<file path="config.mk">
export PLATFORM = sky130hd
export DESIGN_NAME = spi_fifo_master
export DESIGN_NICKNAME = d
export VERILOG_FILES = /design/src/rtl/spi_fm_pkg.sv /design/src/rtl/spi_fm_fifo.sv /design/src/rtl/spi_fm_baud.sv /design/src/rtl/spi_fm_shifter.sv /design/src/rtl/spi_fifo_master.sv
export SDC_FILE = /design/constraint.sdc
export NUM_CORES = 1
export LEC_CHECK = 0
export CORE_ASPECT_RATIO = 1.5
export CORE_MARGIN = 2
export CORE_UTILIZATION = 30
export DETAILED_ROUTE_END_ITERATION = 8
export HOLD_SLACK_MARGIN = 0.15
export PLACE_DENSITY = 0.53
export SKIP_LAST_GASP = 1
export SLEW_MARGIN = 20
export SYNTH_ARGS = -nofsm -noshare
export SYNTH_HDL_FRONTEND = slang
export SYNTH_HIERARCHICAL = 1
export SYNTH_SLANG_ARGS = --single-unit
</file>
<file path="constraint.sdc">
create_clock -name clk -period 5.65 [get_ports clk]
set_input_delay 1.13 -clock clk [delete_from_list [all_inputs] [get_ports clk]]
set_output_delay 1.13 -clock clk [all_outputs]
set_load 0.005 [all_outputs]
</file>
<file path="src/rtl/spi_fm_pkg.sv">
package spi_fm_pkg;
    localparam int BUS_W     = 32;
    localparam int WLEN_MIN  = 4;
    localparam int BRG_MIN   = 4;
    localparam int LAST_BIT  = 24;

    localparam logic [2:0] A_CFG  = 3'd0;
    localparam logic [2:0] A_MASK = 3'd1;
    localparam logic [2:0] A_EVT  = 3'd2;
    localparam logic [2:0] A_CMD  = 3'd3;
    localparam logic [2:0] A_STAT = 3'd4;
    localparam logic [2:0] A_DATA = 3'd5;

    localparam int EV_DONE  = 0;
    localparam int EV_UND   = 1;
    localparam int EV_OVF   = 2;
    localparam int EV_TXREQ = 3;
    localparam int EV_RXREQ = 4;
    localparam int EV_N     = 5;

    typedef struct packed {
        logic [1:0] div;
        logic [5:0] brg;
        logic [4:0] wlen;
        logic       loop;
        logic       lsb;
        logic       pol;
        logic       ph_first;
        logic       en;
    } cfg_t;
endpackage

</file>
<file path="src/rtl/spi_fm_fifo.sv">
module spi_fm_fifo #(
    parameter int W     = 25,
    parameter int DEPTH = 8
) (
    input  logic                         clk,
    input  logic                         rst_n,
    input  logic                         clr,
    input  logic                         push,
    input  logic [W-1:0]                 din,
    input  logic                         pop,
    output logic [W-1:0]                 dout,
    output logic [$clog2(DEPTH+1)-1:0]   count,
    output logic                         full,
    output logic                         empty
);
    localparam int AW = (DEPTH > 1) ? $clog2(DEPTH) : 1;
    localparam int CW = $clog2(DEPTH + 1);

    typedef struct packed {
        logic [DEPTH-1:0][W-1:0] mem;
        logic [AW-1:0]           rd;
        logic [AW-1:0]           wr;
        logic [CW-1:0]           cnt;
    } fifo_t;

    fifo_t st_d, st_q;
    logic  do_push, do_pop;

    assign full  = (st_q.cnt == CW'(DEPTH));
    assign empty = (st_q.cnt == '0);
    assign count = st_q.cnt;
    assign dout  = st_q.mem[st_q.rd];

    always_comb begin
        st_d    = st_q;
        do_push = push && !full;
        do_pop  = pop && !empty;
        if (clr) begin
            st_d.rd  = '0;
            st_d.wr  = '0;
            st_d.cnt = '0;
        end else begin
            if (do_push) begin
                st_d.mem[st_q.wr] = din;
                st_d.wr = (st_q.wr == AW'(DEPTH - 1)) ? '0 : st_q.wr + 1'b1;
            end
            if (do_pop) begin
                st_d.rd = (st_q.rd == AW'(DEPTH - 1)) ? '0 : st_q.rd + 1'b1;
            end
            st_d.cnt = st_q.cnt + CW'(do_push) - CW'(do_pop);
        end
    end

    always_ff @(posedge clk or negedge rst_n) begin
        if (!rst_n) st_q <= '0;
        else        st_q <= st_d;
    end
endmodule

</file>
<file path="src/rtl/spi_fm_baud.sv">
module spi_fm_baud (
    input  logic       clk,
    input  logic       rst_n,
    input  logic       run,
    input  logic [5:0] brg,
    input  logic [1:0] div,
    output logic       tick
);
    localparam int CNT_W = 6 + 1 + 4;

    logic [CNT_W-1:0] cnt_d, cnt_q;
    logic [CNT_W-1:0] half;

    always_comb begin
        half  = (CNT_W'(brg) + CNT_W'(1)) << (CNT_W'(div) + CNT_W'(1));
        tick  = run && (cnt_q == half - CNT_W'(1));
        cnt_d = (!run || tick) ? '0 : cnt_q + CNT_W'(1);
    end

    always_ff @(posedge clk or negedge rst_n) begin
        if (!rst_n) cnt_q <= '0;
        else        cnt_q <= cnt_d;
    end
endmodule

</file>
<file path="src/rtl/spi_fm_shifter.sv">
module spi_fm_shifter
    import spi_fm_pkg::*;
#(
    parameter int DATA_W = 24
) (
    input  logic              clk,
    input  logic              rst_n,
    input  cfg_t              cfg,
    input  logic              start,
    input  logic              tick,
    input  logic              tx_empty,
    input  logic [DATA_W-1:0] tx_word,
    input  logic              tx_last,
    output logic              tx_pop,
    output logic              rx_push,
    output logic [DATA_W-1:0] rx_word,
    output logic              ev_done,
    output logic              ev_und,
    output logic              busy,
    output logic              sclk,
    output logic              mosi,
    input  logic              miso
);
    localparam int EW = $clog2(2 * DATA_W + 1);

    typedef struct packed {
        logic              busy;
        logic              sck;
        logic [EW-1:0]     e;
        logic [DATA_W-1:0] txw;
        logic              last;
        logic [DATA_W-1:0] rxw;
    } sh_t;

    sh_t st_d, st_q;

    function automatic logic [4:0] ord(input logic [4:0] i, input logic lsb, input logic [4:0] wl);
        return lsb ? i : (wl - 5'd1 - i);
    endfunction

    logic [4:0]        bit_i, out_i;
    logic [EW-1:0]     last_e;
    logic              miso_in;
    logic [DATA_W-1:0] samp;

    always_comb begin
        bit_i  = 5'(st_q.e >> 1);
        out_i  = cfg.ph_first ? bit_i : ((st_q.e == '0) ? 5'd0 : 5'((st_q.e - EW'(1)) >> 1));
        mosi   = st_q.busy && (cfg.ph_first || st_q.e != '0) && st_q.txw[ord(out_i, cfg.lsb, cfg.wlen)];
        sclk   = st_q.busy ? (st_q.sck ^ cfg.pol) : cfg.pol;
        busy   = st_q.busy;
        last_e = (EW'(cfg.wlen) << 1) - EW'(1);
        miso_in = cfg.loop ? mosi : miso;
    end

    always_comb begin
        st_d    = st_q;
        tx_pop  = 1'b0;
        rx_push = 1'b0;
        rx_word = '0;
        ev_done = 1'b0;
        ev_und  = 1'b0;
        samp    = st_q.rxw;
        if (!cfg.en) begin
            st_d.busy = 1'b0;
            st_d.sck  = 1'b0;
        end else if (!st_q.busy) begin
            if (start) begin
                st_d.busy = 1'b1;
                st_d.e    = '0;
                st_d.sck  = 1'b0;
                st_d.rxw  = '0;
                if (tx_empty) begin
                    ev_und = 1'b1; st_d.txw = '0; st_d.last = 1'b0;
                end else begin
                    tx_pop = 1'b1; st_d.txw = tx_word; st_d.last = tx_last;
                end
            end
        end else if (tick) begin
            st_d.sck = ~st_q.sck;
            if (st_q.e[0] == ~cfg.ph_first) begin
                samp[ord(bit_i, cfg.lsb, cfg.wlen)] = miso_in;
            end
            if (st_q.e == last_e) begin
                rx_push  = 1'b1;
                rx_word  = samp;
                st_d.e   = '0;
                st_d.rxw = '0;
                if (st_q.last) begin
                    st_d.busy = 1'b0;
                    ev_done   = 1'b1;
                end else if (tx_empty) begin
                    ev_und = 1'b1; st_d.txw = '0; st_d.last = 1'b0;
                end else begin
                    tx_pop = 1'b1; st_d.txw = tx_word; st_d.last = tx_last;
                end
            end else begin
                st_d.e   = st_q.e + EW'(1);
                st_d.rxw = samp;
            end
        end
    end

    always_ff @(posedge clk or negedge rst_n) begin
        if (!rst_n) st_q <= '0;
        else        st_q <= st_d;
    end
endmodule

</file>
<file path="src/rtl/spi_fifo_master.sv">
module spi_fifo_master
    import spi_fm_pkg::*;
#(
    parameter int DATA_W     = 24,
    parameter int FIFO_DEPTH = 8
) (
    input  logic        clk,
    input  logic        rst_n,
    input  logic        bus_wr,
    input  logic        bus_rd,
    input  logic [2:0]  bus_addr,
    input  logic [31:0] bus_wdata,
    output logic [31:0] bus_rdata,
    output logic        spi_sclk,
    output logic        spi_mosi,
    input  logic        spi_miso,
    output logic        xfer_active,
    output logic        irq
);
    localparam int CW   = $clog2(FIFO_DEPTH + 1);
    localparam int HALF = FIFO_DEPTH / 2;

    typedef struct packed {
        cfg_t            cfg;
        logic [EV_N-1:0] mask;
        logic [EV_N-1:0] ev;
        logic            clr_rx;
        logic            clr_tx;
        logic            ready;
    } ctl_t;

    ctl_t st_d, st_q;

    logic              tx_full, tx_empty, rx_full, rx_empty;
    logic [CW-1:0]     tx_cnt, rx_cnt;
    logic [DATA_W:0]   tx_dout;
    logic [DATA_W-1:0] rx_dout, sh_rx_word;
    logic              tx_pop, sh_rx_push, sh_done, sh_und, sh_busy, tick, start;
    logic              tx_push, rx_pop, wr_cmd;
    logic [4:0]        wl;
    logic [5:0]        br;
    logic [EV_N-1:0]   ev_set, w1c;
    logic              unused_bits;

    assign unused_bits = ^{bus_wdata[31:26], bus_wdata[23:22], bus_wdata[15:13], bus_wdata[7:5]};

    assign wr_cmd  = bus_wr && (bus_addr == A_CMD);
    assign start   = wr_cmd && bus_wdata[0] && st_q.ready;
    assign tx_push = bus_wr && (bus_addr == A_DATA);
    assign rx_pop  = bus_rd && (bus_addr == A_DATA);

    spi_fm_fifo #(.W(DATA_W + 1), .DEPTH(FIFO_DEPTH)) u_txq (
        .clk(clk), .rst_n(rst_n), .clr(st_q.clr_tx), .push(tx_push),
        .din({bus_wdata[LAST_BIT], bus_wdata[DATA_W-1:0]}), .pop(tx_pop),
        .dout(tx_dout), .count(tx_cnt), .full(tx_full), .empty(tx_empty)
    );

    spi_fm_fifo #(.W(DATA_W), .DEPTH(FIFO_DEPTH)) u_rxq (
        .clk(clk), .rst_n(rst_n), .clr(st_q.clr_rx), .push(sh_rx_push),
        .din(sh_rx_word), .pop(rx_pop),
        .dout(rx_dout), .count(rx_cnt), .full(rx_full), .empty(rx_empty)
    );

    spi_fm_baud u_baud (
        .clk(clk), .rst_n(rst_n), .run(sh_busy),
        .brg(st_q.cfg.brg), .div(st_q.cfg.div), .tick(tick)
    );

    spi_fm_shifter #(.DATA_W(DATA_W)) u_shift (
        .clk(clk), .rst_n(rst_n), .cfg(st_q.cfg), .start(start), .tick(tick),
        .tx_empty(tx_empty), .tx_word(tx_dout[DATA_W-1:0]), .tx_last(tx_dout[DATA_W]),
        .tx_pop(tx_pop), .rx_push(sh_rx_push), .rx_word(sh_rx_word),
        .ev_done(sh_done), .ev_und(sh_und), .busy(sh_busy),
        .sclk(spi_sclk), .mosi(spi_mosi), .miso(spi_miso)
    );

    always_comb begin
        st_d = st_q;
        wl   = bus_wdata[12:8];
        br   = bus_wdata[21:16];
        if (wl < 5'(WLEN_MIN))     wl = 5'(WLEN_MIN);
        else if (wl > 5'(DATA_W))  wl = 5'(DATA_W);
        if (br < 6'(BRG_MIN))      br = 6'(BRG_MIN);

        if (bus_wr && bus_addr == A_CFG) begin
            if (st_q.cfg.en) begin
                st_d.cfg.en = bus_wdata[0];
            end else begin
                st_d.cfg.en       = bus_wdata[0];
                st_d.cfg.ph_first = bus_wdata[1];
                st_d.cfg.pol      = bus_wdata[2];
                st_d.cfg.lsb      = bus_wdata[3];
                st_d.cfg.loop     = bus_wdata[4];
                st_d.cfg.wlen     = wl;
                st_d.cfg.brg      = br;
                st_d.cfg.div      = bus_wdata[25:24];
            end
        end
        if (bus_wr && bus_addr == A_MASK) st_d.mask = bus_wdata[EV_N-1:0];

        ev_set            = '0;
        ev_set[EV_DONE]   = sh_done;
        ev_set[EV_UND]    = sh_und;
        ev_set[EV_OVF]    = sh_rx_push && rx_full;
        ev_set[EV_TXREQ]  = (tx_cnt <= CW'(HALF));
        ev_set[EV_RXREQ]  = (rx_cnt >= CW'(HALF));
        w1c               = (bus_wr && bus_addr == A_EVT) ? bus_wdata[EV_N-1:0] : '0;
        st_d.ev           = (st_q.ev & ~w1c) | ev_set;

        st_d.clr_rx = wr_cmd && bus_wdata[1];
        st_d.clr_tx = wr_cmd && bus_wdata[2];
        st_d.ready  = st_q.cfg.en;
    end

    always_ff @(posedge clk or negedge rst_n) begin
        if (!rst_n) begin
            st_q          <= '0;
            st_q.cfg.wlen <= 5'd8;
            st_q.cfg.brg  <= 6'(BRG_MIN);
            st_q.mask     <= '1;
        end else begin
            st_q <= st_d;
        end
    end

    assign irq         = |(st_q.ev & ~st_q.mask);
    assign xfer_active = sh_busy;

    always_comb begin
        bus_rdata = '0;
        case (bus_addr)
            A_CFG: begin
                bus_rdata[0]     = st_q.cfg.en;
                bus_rdata[1]     = st_q.cfg.ph_first;
                bus_rdata[2]     = st_q.cfg.pol;
                bus_rdata[3]     = st_q.cfg.lsb;
                bus_rdata[4]     = st_q.cfg.loop;
                bus_rdata[12:8]  = st_q.cfg.wlen;
                bus_rdata[21:16] = st_q.cfg.brg;
                bus_rdata[25:24] = st_q.cfg.div;
            end
            A_MASK: bus_rdata[EV_N-1:0] = st_q.mask;
            A_EVT:  bus_rdata[EV_N-1:0] = st_q.ev;
            A_CMD:  bus_rdata[2:1] = {st_q.clr_tx, st_q.clr_rx};
            A_STAT: bus_rdata[4:0] = {sh_busy, irq, rx_empty, tx_full, st_q.ready};
            A_DATA: bus_rdata = rx_empty ? '0 : BUS_W'(rx_dout);
            default: bus_rdata = '0;
        endcase
    end
endmodule

</file>
==> run summary, run 1 <==
- **run status** complete, but fails checks
- **maximum vdd ir drop** 0.0002404 V
- **Switching Share** 0.3134
- **setup repair after global routing missed its margin** yes
- **number of antenna-violating nets in the routed design** 0
- **required time reported for the critical path endpoint** 4520 ps
- **number of warning messages in the yosys log** 6
- **number of global-route vias before repair** 18600
- **die area** 0.09223 mm2
- **synthesized instance count** 2105
- **Cell Rows** 134
- **kind of capture point of the worst setup path** output port
- **internal cell power** 8.132 mW
- **Die Ht** 370.9 um
- **Final Hold Fails** 0
- **number of pins exceeding their max-slew limit in the final report** 0
- **category of cells accounting for the largest share of critical-path delay** compound AO/OA/AOI/OAI gates
- **final standard cell count with taps included and fillers excluded** 3376
- **number of levels the H-tree was split into** 2
- **global-route wire length before repair** 108700 um
- **clock sink count** 511
- **drc violations** 10
- **setup slack after placement** 107.5 ps
- **total setup violations reported at the end of the flow** 0
- **Maximum Capacitance Violations** 0
- **crit path time final** 5486 ps
- **number of nets in the finished design** 2257
- **clock transition time at the flip-flop clock pins of the worst setup and hold paths** 70 ps
- **leakage dissipation** 13.15 nW
- **transition time at the pin with the least slew margin** 1030 ps
- **worst max-slew margin expressed relative to the limit** 0.2956
- **R2R Setup Slk** 310 ps
- **initial detailed-routing violation count** 1012
- **final worst setup slack** 164.3 ps
- **number of buffer and inverter stages on the critical path** 2
- **detailed-placement wirelength estimate** 45210 um
- **largest net degree at the start of global routing** 119
- **Combinational Power Share** 0.296
- **placeable core region** 0.08903 mm2
- **Setup Crit Path Kind** reg2out
- **initial antenna violation count** 2
- **area of all placed cells without fillers** 0.03089 mm2
- **clk root buf** clkbuf_16
- **setup clock skew after layout** 33.46 ps
- **global-route usage over all layers** 0.1500
- **number of buffers added by the clock tree synthesis step** 53
- **Total Wirelength** 68740 um
- **drt first pass iters** 9
- **clock tree from TritonCTS** built
- **crit-path max cell delay** 550 ps
- **ratio of final minimum period to clock period** 0.9709
- **Chip Width** 248.6 um
- **power consumption** 11.84 mW
- **post-place instance area** 0.02888 mm2
- **class of the tightest hold or removal check** reg2reg
- **maximum number of buffers from clock root to sink** 3
- **P_sw** 3.713 mW
- **worst hold slack after final layout** 464.2 ps
- **series of cell instances along the critical path** inv_1 > ha_1 > or2_2 > a22oi_2 > ha_2 > fa_2 > xnor2_2 > mux4_2 > nor3_1 > a41oi_1 > o31ai_1 > o31a_1 > nor3_4 > clkdlybuf4s50_1
- **number of placed instances, taps included** 3274
- **achievable frequency** 0.1823 GHz
- **count of input and output buffers** 63
- **Layout area overhead** 14.70%
- **critical path depth** 14
- **residual overflow from global routing** 0
- **CP arrival** 4360 ps
- **area of the mapped netlist** 0.02693 mm2
- **vias after detailed routing** 17250
- **total negative slack for setup checks** 0 ps
- **detail-routed net length per standard cell** 20.36 um
- **cell count of the worst hold path** 2
- **num ports** 76
- **Crit-path slowest cell** clkdlybuf4s50_1
- **Startpoint Class** register
- **violations in the final reports** design-rule violations
- **Finished Core Util** 0.3469
- **via density per instance** 5.110
- **Power per Cell Area** 383.5 mW/mm2
- **CP max FO** 4
- **FF-to-FF path depth** 26
- **fraction of final layout cells sized beyond drive strength 1** 0.3745
- **Seq pwr share** 0.386
- **power share of the clock group** 0.318
- **post-synthesis average cell area** 12.79 um2
- **Routability Congestion** 0.8530
- **latest clock arrival within the worst-skew pair** 630 ps
- **starting density of the core** 0.3025
## sequential cells by signal, summed over array words and instances (netlist names)
name and count:
u_txq/st_q 206, u_rxq/st_q 198, u_shift/st_q 51, st_q 30, u_baud/cnt_q 11, u_shift/bit_i 5, u_rxq/count 4, u_txq/count 4
st_d 1, u_shift/busy 1
## placed cells by master, fill, tap and decap left out, drive strengths merged, types with 15 or more instances in the layout
cell type / count
clkbuf: 70
buf: 93
o2bb2ai: 22
mux2: 456
nand3: 52
and2: 26
clkdlybuf4s50: 62
dfrtp: 504
ha: 35
xor2: 15
nor3: 22
a22o: 17
a21oi: 61
mux4: 100
and3: 20
nor2: 68
xnor2: 31
inv: 53
nand2: 186
o21ai: 94
## layer usage
metal | GRT usage | routed length (um) | vias up
met3 | 0.02035 | 2317 | 119
met2 | 0.2731 | 35570 | 329
met4 | 0.05186 | 2150 | 0
met1 | 0.1814 | 28700 | 8964
li1 | - | - | 7840
met5 | 0 | 0 | -
## power groups by stage
stage	logic [mW]	registers (mW)	clock network, mW
3_3_place_gp	3.39	4.60	0
3_5_place_dp	3.46	4.64	0
5_1_grt	3.83	4.64	4.04
2_1_floorplan	2.75	4.40	0
6_report	3.51	4.57	3.77
4_1_cts	3.51	4.57	3.89
## worst paths after layout
path,endpoint,start
max,spi_mosi,u_shift/bit_i[0]$_DFFE_PN0P_
min,u_shift/st_q[37]$_DFFE_PN0P_,u_shift/st_q[37]$_DFFE_PN0P_
max reg2reg,u_txq/count[3]$_DFF_PN0_,st_q[29]$_DFFE_PN0P_
min reg2reg,u_shift/st_q[37]$_DFFE_PN0P_,u_shift/st_q[37]$_DFFE_PN0P_
max in group asynchronous,u_rxq/st_q[7]$_DFFE_PN0P_,rst_n
min in group asynchronous,u_rxq/st_q[50]$_DFFE_PN0P_,rst_n
## cell type report
type | count | area, um2
fill | 8632 | 58140
tap | 1156 | 1446
timing repair buffer | 155 | 1451
clock buffer | 70 | 1521
clock inverter | 26 | 362.8
sequential | 511 | 12810
antenna | 1 | 2.502
multi-input combinational | 1408 | 13090
inverter | 49 | 198.9
## worst register-to-register path, stage by stage, from the launching register on
cell,delay (ps)
dfrtp_1,380
ha_1,350
nor2_1,360
nand3b_1,190
ha_1,260
inv_1,60
a31oi_1,60
o31ai_4,150
inv_1,120
a211oi_1,310
o31ai_2,130
a2111oi_4,510
and2_2,280
nand2_1,80
o21a_1,210
nor2_1,120
nand2_1,70
a21oi_1,140
buf_4,150
inv_1,50
nor2_1,120
ha_1,150
inv_1,50
ha_1,260
a21o_1,160
a21oi_1,160
mux2_2,350
## repair_timing
action	4_1_cts	5_1_grt
hold endpoints to repair	0	0
setup buffers	1	4
hold buffers	0	0
resized for setup	7	11
setup endpoints to repair	1	160
pin swaps	2	4
No activity file was read; power rests on OpenSTA's default activity.
==> inputs of run 2 (changes only) <==
--- a/config.mk
+++ b/config.mk
@@ -11,5 +11,5 @@
 export DETAILED_ROUTE_END_ITERATION = 8
 export HOLD_SLACK_MARGIN = 0.15
-export PLACE_DENSITY = 0.53
+export PLACE_DENSITY = 0.5
 export SKIP_LAST_GASP = 1
 export SLEW_MARGIN = 20
==> constraint.sdc (replaced) <==
create_clock -name clk -period 5.65 [get_ports clk]
set_input_delay 1.13 -clock clk [delete_from_list [all_inputs] [get_ports clk]]
set_output_delay 1.13 -clock clk [all_outputs]
set_load 0.02 [all_outputs]
==> run 2 against run 1 <==
- the run still ends with design-rule violations left
- highest routed layer is now met5
- largest cell class unchanged
- worst setup slack gained 130 ps
- register-to-register slack better by 90 ps
- maximum frequency is 2.4% higher
- first-iteration DRC count fell by 0.30%
- sequential power increased by 1%
- routed wire length increased by 1.9%
- largest power group unchanged
- core utilization decreased by 0.13 points
- clock power is 4% lower
- sequential cell count stayed put
==> run summary, run 2 (same netlist as run 1, synthesis figures left out) <==
- **run status** complete, but fails checks
- **violations in the final reports** design-rule violations
- **Crit-path slowest cell** fa_1
- **Startpoint Class** register
- **Layout area overhead** 14.28%
- **Routability Congestion** 0.8668
- **setup repair after global routing missed its margin** no
- **setup slack after placement** 238.2 ps
- **count of input and output buffers** 63
- **die area** 0.09223 mm2
- **achievable frequency** 0.1867 GHz
- **detailed-placement wirelength estimate** 45810 um
- **clock tree from TritonCTS** built
- **Critical Path End** spi_mosi
- **clk root buf** clkbuf_16
- **fraction of final layout cells sized beyond drive strength 1** 0.3704
- **Setup Crit Path Kind** reg2out
- **worst hold path startpoint** u_shift/st_q[36]$_DFFE_PN0P_
- **Die Ht** 370.9 um
- **total negative slack for setup checks** 0 ps
- **CP arrival** 4230 ps
- **latest clock arrival within the worst-skew pair** 610 ps
- **residual overflow from global routing** 0
- **starting density of the core** 0.3025
- **num ports** 76
- **total setup violations reported at the end of the flow** 0
- **cell count of the worst hold path** 2
- **maximum number of buffers from clock root to sink** 3
- **CP max FO** 8
- **maximum vdd ir drop** 0.0002159 V
- **number of antenna-violating nets in the routed design** 0
- **final worst setup slack** 293.8 ps
- **via density per instance** 5.099
- **global-route wire length before repair** 109800 um
- **series of cell instances along the critical path** inv_1 > ha_1 > nand2b_1 > xnor2_1 > and2_1 > fa_1 > xnor2_2 > mux4_2 > nor3_1 > a41oi_1 > o31ai_1 > o31a_1 > nor3_2 > clkbuf_2
- **Total Wirelength** 70050 um
- **number of global-route vias before repair** 18740
- **crit-path max cell delay** 510 ps
- **number of buffers added by the clock tree synthesis step** 53
- **clock sink count** 511
- **number of pins exceeding their max-slew limit in the final report** 0
- **most common library cell in the layout ignoring fill and taps** dfrtp_1
- **register containing the most flip-flops in the final layout** u_txq/st_q
- **R2R Setup Slk** 400 ps
- **Maximum Capacitance Violations** 0
- **number of nets in the finished design** 2254
- **clock transition time at the flip-flop clock pins of the worst setup and hold paths** 60 ps
- **number of levels the H-tree was split into** 2
- **detail-routed net length per standard cell** 20.76 um
- **flip-flop count of the largest register, all copies and words added** 206
- **hold_buf cts** 0
- **Antenna diodes** 0
- **crit path time final** 5356 ps
- **reg2reg start** st_q[29]$_DFFE_PN0P_
- **Final Hold Fails** 0
- **worst max-slew margin expressed relative to the limit** 0.2751
- **FF-to-FF path depth** 25
- **leakage dissipation** 13.13 nW
- **class of the tightest hold or removal check** reg2reg
- **setup clock skew after layout** 28.20 ps
- **transition time at the pin with the least slew margin** 1060 ps
- **vias after detailed routing** 17210
- **reg-to-reg critical path endpoint** u_txq/count[3]$_DFF_PN0_
- **initial antenna violation count** 4
- **start point of the critical path** u_shift/bit_i[0]$_DFFE_PN0P_
- **largest registers** u_txq/st_q x206, u_rxq/st_q x198, u_shift/st_q x51
- **Chip Width** 248.6 um
- **power consumption** 11.68 mW
- **global-route usage over all layers** 0.1518
- **Cell Rows** 134
- **placeable core region** 0.08903 mm2
- **ratio of final minimum period to clock period** 0.9480
- **drc violations** 6
- **kind of capture point of the worst setup path** output port
- **drt first pass iters** 9
- **commonest cells after routing, fill and taps aside** 498 x dfrtp_1, 450 x mux2_2, 186 x nand2_1
- **initial detailed-routing violation count** 1009
- **Power per Cell Area** 379.5 mW/mm2
- **required time reported for the critical path endpoint** 4520 ps
- **largest net degree at the start of global routing** 153
## run 2: cell count changes in the layout (fill, tap and decap cells not counted), moves of 2 or more
cell and change:
bufinv_16 -3, buf_4 -6, nor2_1 -2, clkinvlp_4 -3
buf_12 +3, clkinv_2 +4, ha_1 +2, o21ai_1 -2
a2111oi_2 -2, clkbuf_1 +6, ha_2 -2, nor2_2 +3
inv_8 +2
## run 2: cell type report
cell class                 instances  area, um2
fill                            8642      58250
multi-input combinational       1408      13080
sequential                       511      12810
clock buffer                      76       1533
timing repair buffer             152       1461
tap                             1156       1446
clock inverter                    23      247.7
inverter                          49      198.9
## run 2: worst max-delay path: cells and delay by family (launching register included)
| family | cells | cell delay [ps] |
|---|---|---|
| DFF | 1 | 470 |
| AOI/OAI and AO/OA | 3 | 600 |
| buffers and inverters | 2 | 360 |
| xor gates and xnor gates | 2 | 450 |
| muxes | 1 | 340 |
| and+or+nand+nor | 4 | 720 |
| adders and majority gates | 2 | 670 |
## run 2: worst min path at each step
stage | end | slack [ps]
finish | u_shift/st_q[36]$_DFFE_PN0P_ | 470
global route | u_shift/st_q[41]$_DFFE_PN0P_ | 500
CTS | u_shift/st_q[36]$_DFFE_PN0P_ | 470
detailed placement | u_shift/st_q[36]$_DFFE_PN0P_ | 460
global placement | u_shift/st_q[36]$_DFFE_PN0P_ | 450
floorplan | u_shift/st_q[33]$_DFFE_PN0P_ | 430
## run 2: metal layers
metal / track usage / up-vias / wire length (um)
met3: 0.01902 / 130 / 1955
li1: - / 7822 / -
met5: 0 / - / 10
met2: 0.2804 / 287 / 36740
met4: 0.05967 / 2 / 2621
met1: 0.1785 / 8968 / 28720
## run 2: metrics by stage
step / hold WS, ps / area [um2] / utilization / instances
6_report: 467.2 / 30780 / 0.3457 / 3375
5_1_grt: 495.0 / 30780 / 0.3457 / 3375
4_1_cts: 473.8 / 30730 / 0.3452 / 3374
3_5_place_dp: 457.8 / 28940 / 0.3251 / 3275
3_3_place_gp: 449.4 / 28940 / 0.3251 / 3275
2_1_floorplan: 431.5 / 26950 / - / 2110
## run 2: power by group
group          internal (mW)  leakage, nW  total (mW)  switching [mW]
clock network           2.08        0.882        3.61            1.53
registers               4.14         6.45        4.62           0.477
logic                   1.74         5.79        3.45            1.72
## run 2: what timing repair did
action                                  in CTS  in global routing
endpoints found under the setup margin       1                  3
pin swaps                                    0                  2
cloned                                       0                  0
setup buffers                                0                  1
resized for setup                            2                 11
==> inputs of run 3 (changes only) <==
- ABC_AREA: not set -> 1
- CORE_ASPECT_RATIO: 1.5 -> 0.5
==> run 3 against run 2 <==
- largest cell class unchanged
- worst hold slack worse by 0.75 ps
- highest routed layer is now met4
- combinational power up 19%
- synthesized cell count up 90%
- the flow now finishes without violations
==> run summary, run 3 <==
- **post-synthesis average cell area** 7.265 um2
- **footprint of the multi-input gates** 0.01421 mm2
- **initial detailed-routing violation count** 2555
- **clk root buf** clkbuf_16
- **synthesized instance count** 4009
- **global-route usage over all layers** 0.1952
- **Chip Width** 444.6 um
- **number of pins exceeding their max-slew limit in the final report** 0
- **Die Ht** 224.3 um
- **latest clock arrival within the worst-skew pair** 620 ps
- **area of the mapped netlist** 0.02913 mm2
- **area of all placed cells without fillers** 0.03223 mm2
- **placeable core region** 0.09579 mm2
- **Switching Share** 0.3892
- **fraction of final layout cells sized beyond drive strength 1** 0.08478
- **worst hold slack after final layout** 466.5 ps
- **run status** completed
- **FF-to-FF path depth** 27
- **kind of capture point of the worst setup path** output port
- **Register Area** 0.01280 mm2
- **reg-to-reg critical path endpoint** u_shift/st_q[47]$_DFFE_PN0P_
- **residual overflow from global routing** 0
- **internal cell power** 7.514 mW
- **most numerous cell on the critical path** inv_1
- **total setup violations reported at the end of the flow** 0
- **detailed-placement wirelength estimate** 57950 um
- **post-place instance area** 0.03040 mm2
- **hold_buf cts** 0
- **Layout area overhead** 10.67%
- **start point of the critical path** u_shift/st_q[49]$_DFFE_PN0P_
- **Crit-path slowest cell** fa_1
- **power share of the clock group** 0.307
- **Final Hold Fails** 0
- **number of warning messages in the yosys log** 6
- **clock tree from TritonCTS** built
- **Setup Crit Path Kind** reg2out
- **Power per Cell Area** 381.7 mW/mm2
- **detail-routed net length per standard cell** 18.96 um
- **setup slack after placement** 558.0 ps
- **commonest cells after routing, fill and taps aside** 1530 x nand2_1, 500 x dfrtp_1, 370 x nor2_1
- **number of buffers added by the clock tree synthesis step** 53
- **starting density of the core** 0.3040
- **number of levels the H-tree was split into** 2
- **Combinational Power Share** 0.335
- **crit-path max cell delay** 440 ps
- **drc violations** 0
- **most common library cell in the layout ignoring fill and taps** nand2_1
- **clock sink count** 511
- **cell count of the worst hold path** 2
- **CP max FO** 8
- **end point of the most critical hold path** u_txq/st_q[58]$_DFFE_PN0P_
- **ratio of final minimum period to clock period** 0.8947
- **final worst setup slack** 595.2 ps
- **initial antenna violation count** 2
- **die area** 0.09975 mm2
- **reg2reg start** st_q[29]$_DFFE_PN0P_
- **setup clock skew after layout** 14.70 ps
- **Routability Congestion** 0.8438
- **number of global-route vias before repair** 25490
- **setup repair after global routing missed its margin** no
- **Startpoint Class** register
- **P_sw** 4.788 mW
- **number of nets in the finished design** 3952
- **clock transition time at the flip-flop clock pins of the worst setup and hold paths** 60 ps
- **flip-flop count of the largest register, all copies and words added** 206
- **CP arrival** 3920 ps
- **class of the tightest hold or removal check** reg2reg
- **worst max-slew margin expressed relative to the limit** 0.2683
- **total negative slack for setup checks** 0 ps
- **series of cell instances along the critical path** inv_2 > ha_1 > inv_1 > nor2_2 > nand3_4 > nand2_1 > inv_1 > ha_1 > fa_1 > inv_1 > nand2_1 > nand2_1 > a21oi_1 > nand2b_1 > nand3_1 > xor2_2 > inv_1 > nand3_1 > and2_1 > dlymetal6s2s_1
- **register containing the most flip-flops in the final layout** u_txq/st_q
- **num ports** 76
- **Seq pwr share** 0.358
- **transition time at the pin with the least slew margin** 1098 ps
- **Total Wirelength** 98370 um
- **required time reported for the critical path endpoint** 4520 ps
- **count of input and output buffers** 63
- **total of fill cells in the finished design** 10130
- **drt first pass iters** 5
- **largest registers** u_txq/st_q x206, u_rxq/st_q x198, u_shift/st_q x51
- **achievable frequency** 0.1978 GHz
- **maximum number of buffers from clock root to sink** 3
- **via density per instance** 5.088
- **maximum vdd ir drop** 0.0002167 V
- **number of antenna-violating nets in the routed design** 0
- **Cell Rows** 80
- **vias after detailed routing** 26400
- **R2R Setup Slk** 620 ps
- **global-route wire length before repair** 153900 um
- **largest net degree at the start of global routing** 151
- **Maximum Capacitance Violations** 0
- **leakage dissipation** 15.62 nW
- **crit path time final** 5055 ps
- **worst hold path startpoint** u_txq/st_q[58]$_DFFE_PN0P_
==> run 3: cell types whose count changed in the layout (fill, tap and decap cells not counted), sizes merged, moves of 45 or more <==
cell	before	now
a21oi	61	16
mux2	456	0
nor2	68	413
nand4	8	329
nand2	186	1556
inv	53	166
mux4	100	0
nand3	52	307
o21ai	94	282
==> run 3: power groups by stage <==
stage               combinational, mW  sequential (mW)  clock, mW
floorplan                        2.92             4.36          0
global placement                 4.08             4.46          0
detailed placement               4.11             4.47          0
CTS                              4.12             4.40       3.87
global route                     4.65             4.46       4.02
finish                           4.12             4.41       3.77
==> run 3: worst max path at each step <==
stage / end / slack [ps]
2_1_floorplan: u_rxq/count[2]$_DFF_PN0_ / 1220
3_3_place_gp: u_shift/st_q[48]$_DFFE_PN0P_ / 590
3_5_place_dp: u_shift/st_q[47]$_DFFE_PN0P_ / 560
4_1_cts: spi_mosi / 40
5_1_grt: u_shift/st_q[30]$_DFFE_PN0P_ / 2
6_report: spi_mosi / 600
==> run 3: repair_timing <==
action,CTS,global route
gates resized for setup,1,2
buffers inserted,0,0
endpoints found under the setup margin,1,1
==> run 3: worst max-delay path, delay by kind of cell, from the launching register on <==
kind / cells / cell delay, ps
DFF: 1 / 430
and+or+nand+nor: 9 / 1090
AOI/OAI and AO/OA: 1 / 70
buffers and inverters: 6 / 630
adders and majority gates: 3 / 810
xor gates and xnor gates: 1 / 250
==> run 3: cell type report <==
type	count	area share
well taps	1271	0.04934
repair buffers	124	0.03672
flip-flops and latches	511	0.3972
clock inverters	15	0.007336
diodes	2	0.0001553
clock buffers	83	0.04899
multi-input cells	3019	0.4408
inverters	164	0.01949
==> run 3: per-layer routing <==
layer / vias up / GRT usage / part of all wire
li1: 12730 / - / -
met1: 12890 / 0.2781 / 0.47
met2: 671 / 0.3144 / 0.46
met3: 110 / 0.02406 / 0.053
met4: 0 / 0.04817 / 0.020
met5: - / 0 / 0
==> run 3: metrics by stage <==
| step | util | std cells | power [mW] |
|---|---|---|---|
| 5_1_grt | 0.3365 | 5189 | 13.14 |
| 3_3_place_gp | 0.3174 | 5089 | 8.534 |
| 6_report | 0.3365 | 5189 | 12.30 |
| 4_1_cts | 0.3364 | 5187 | 12.40 |
| 3_5_place_dp | 0.3174 | 5089 | 8.573 |
| 2_1_floorplan | - | 4014 | 7.282 |
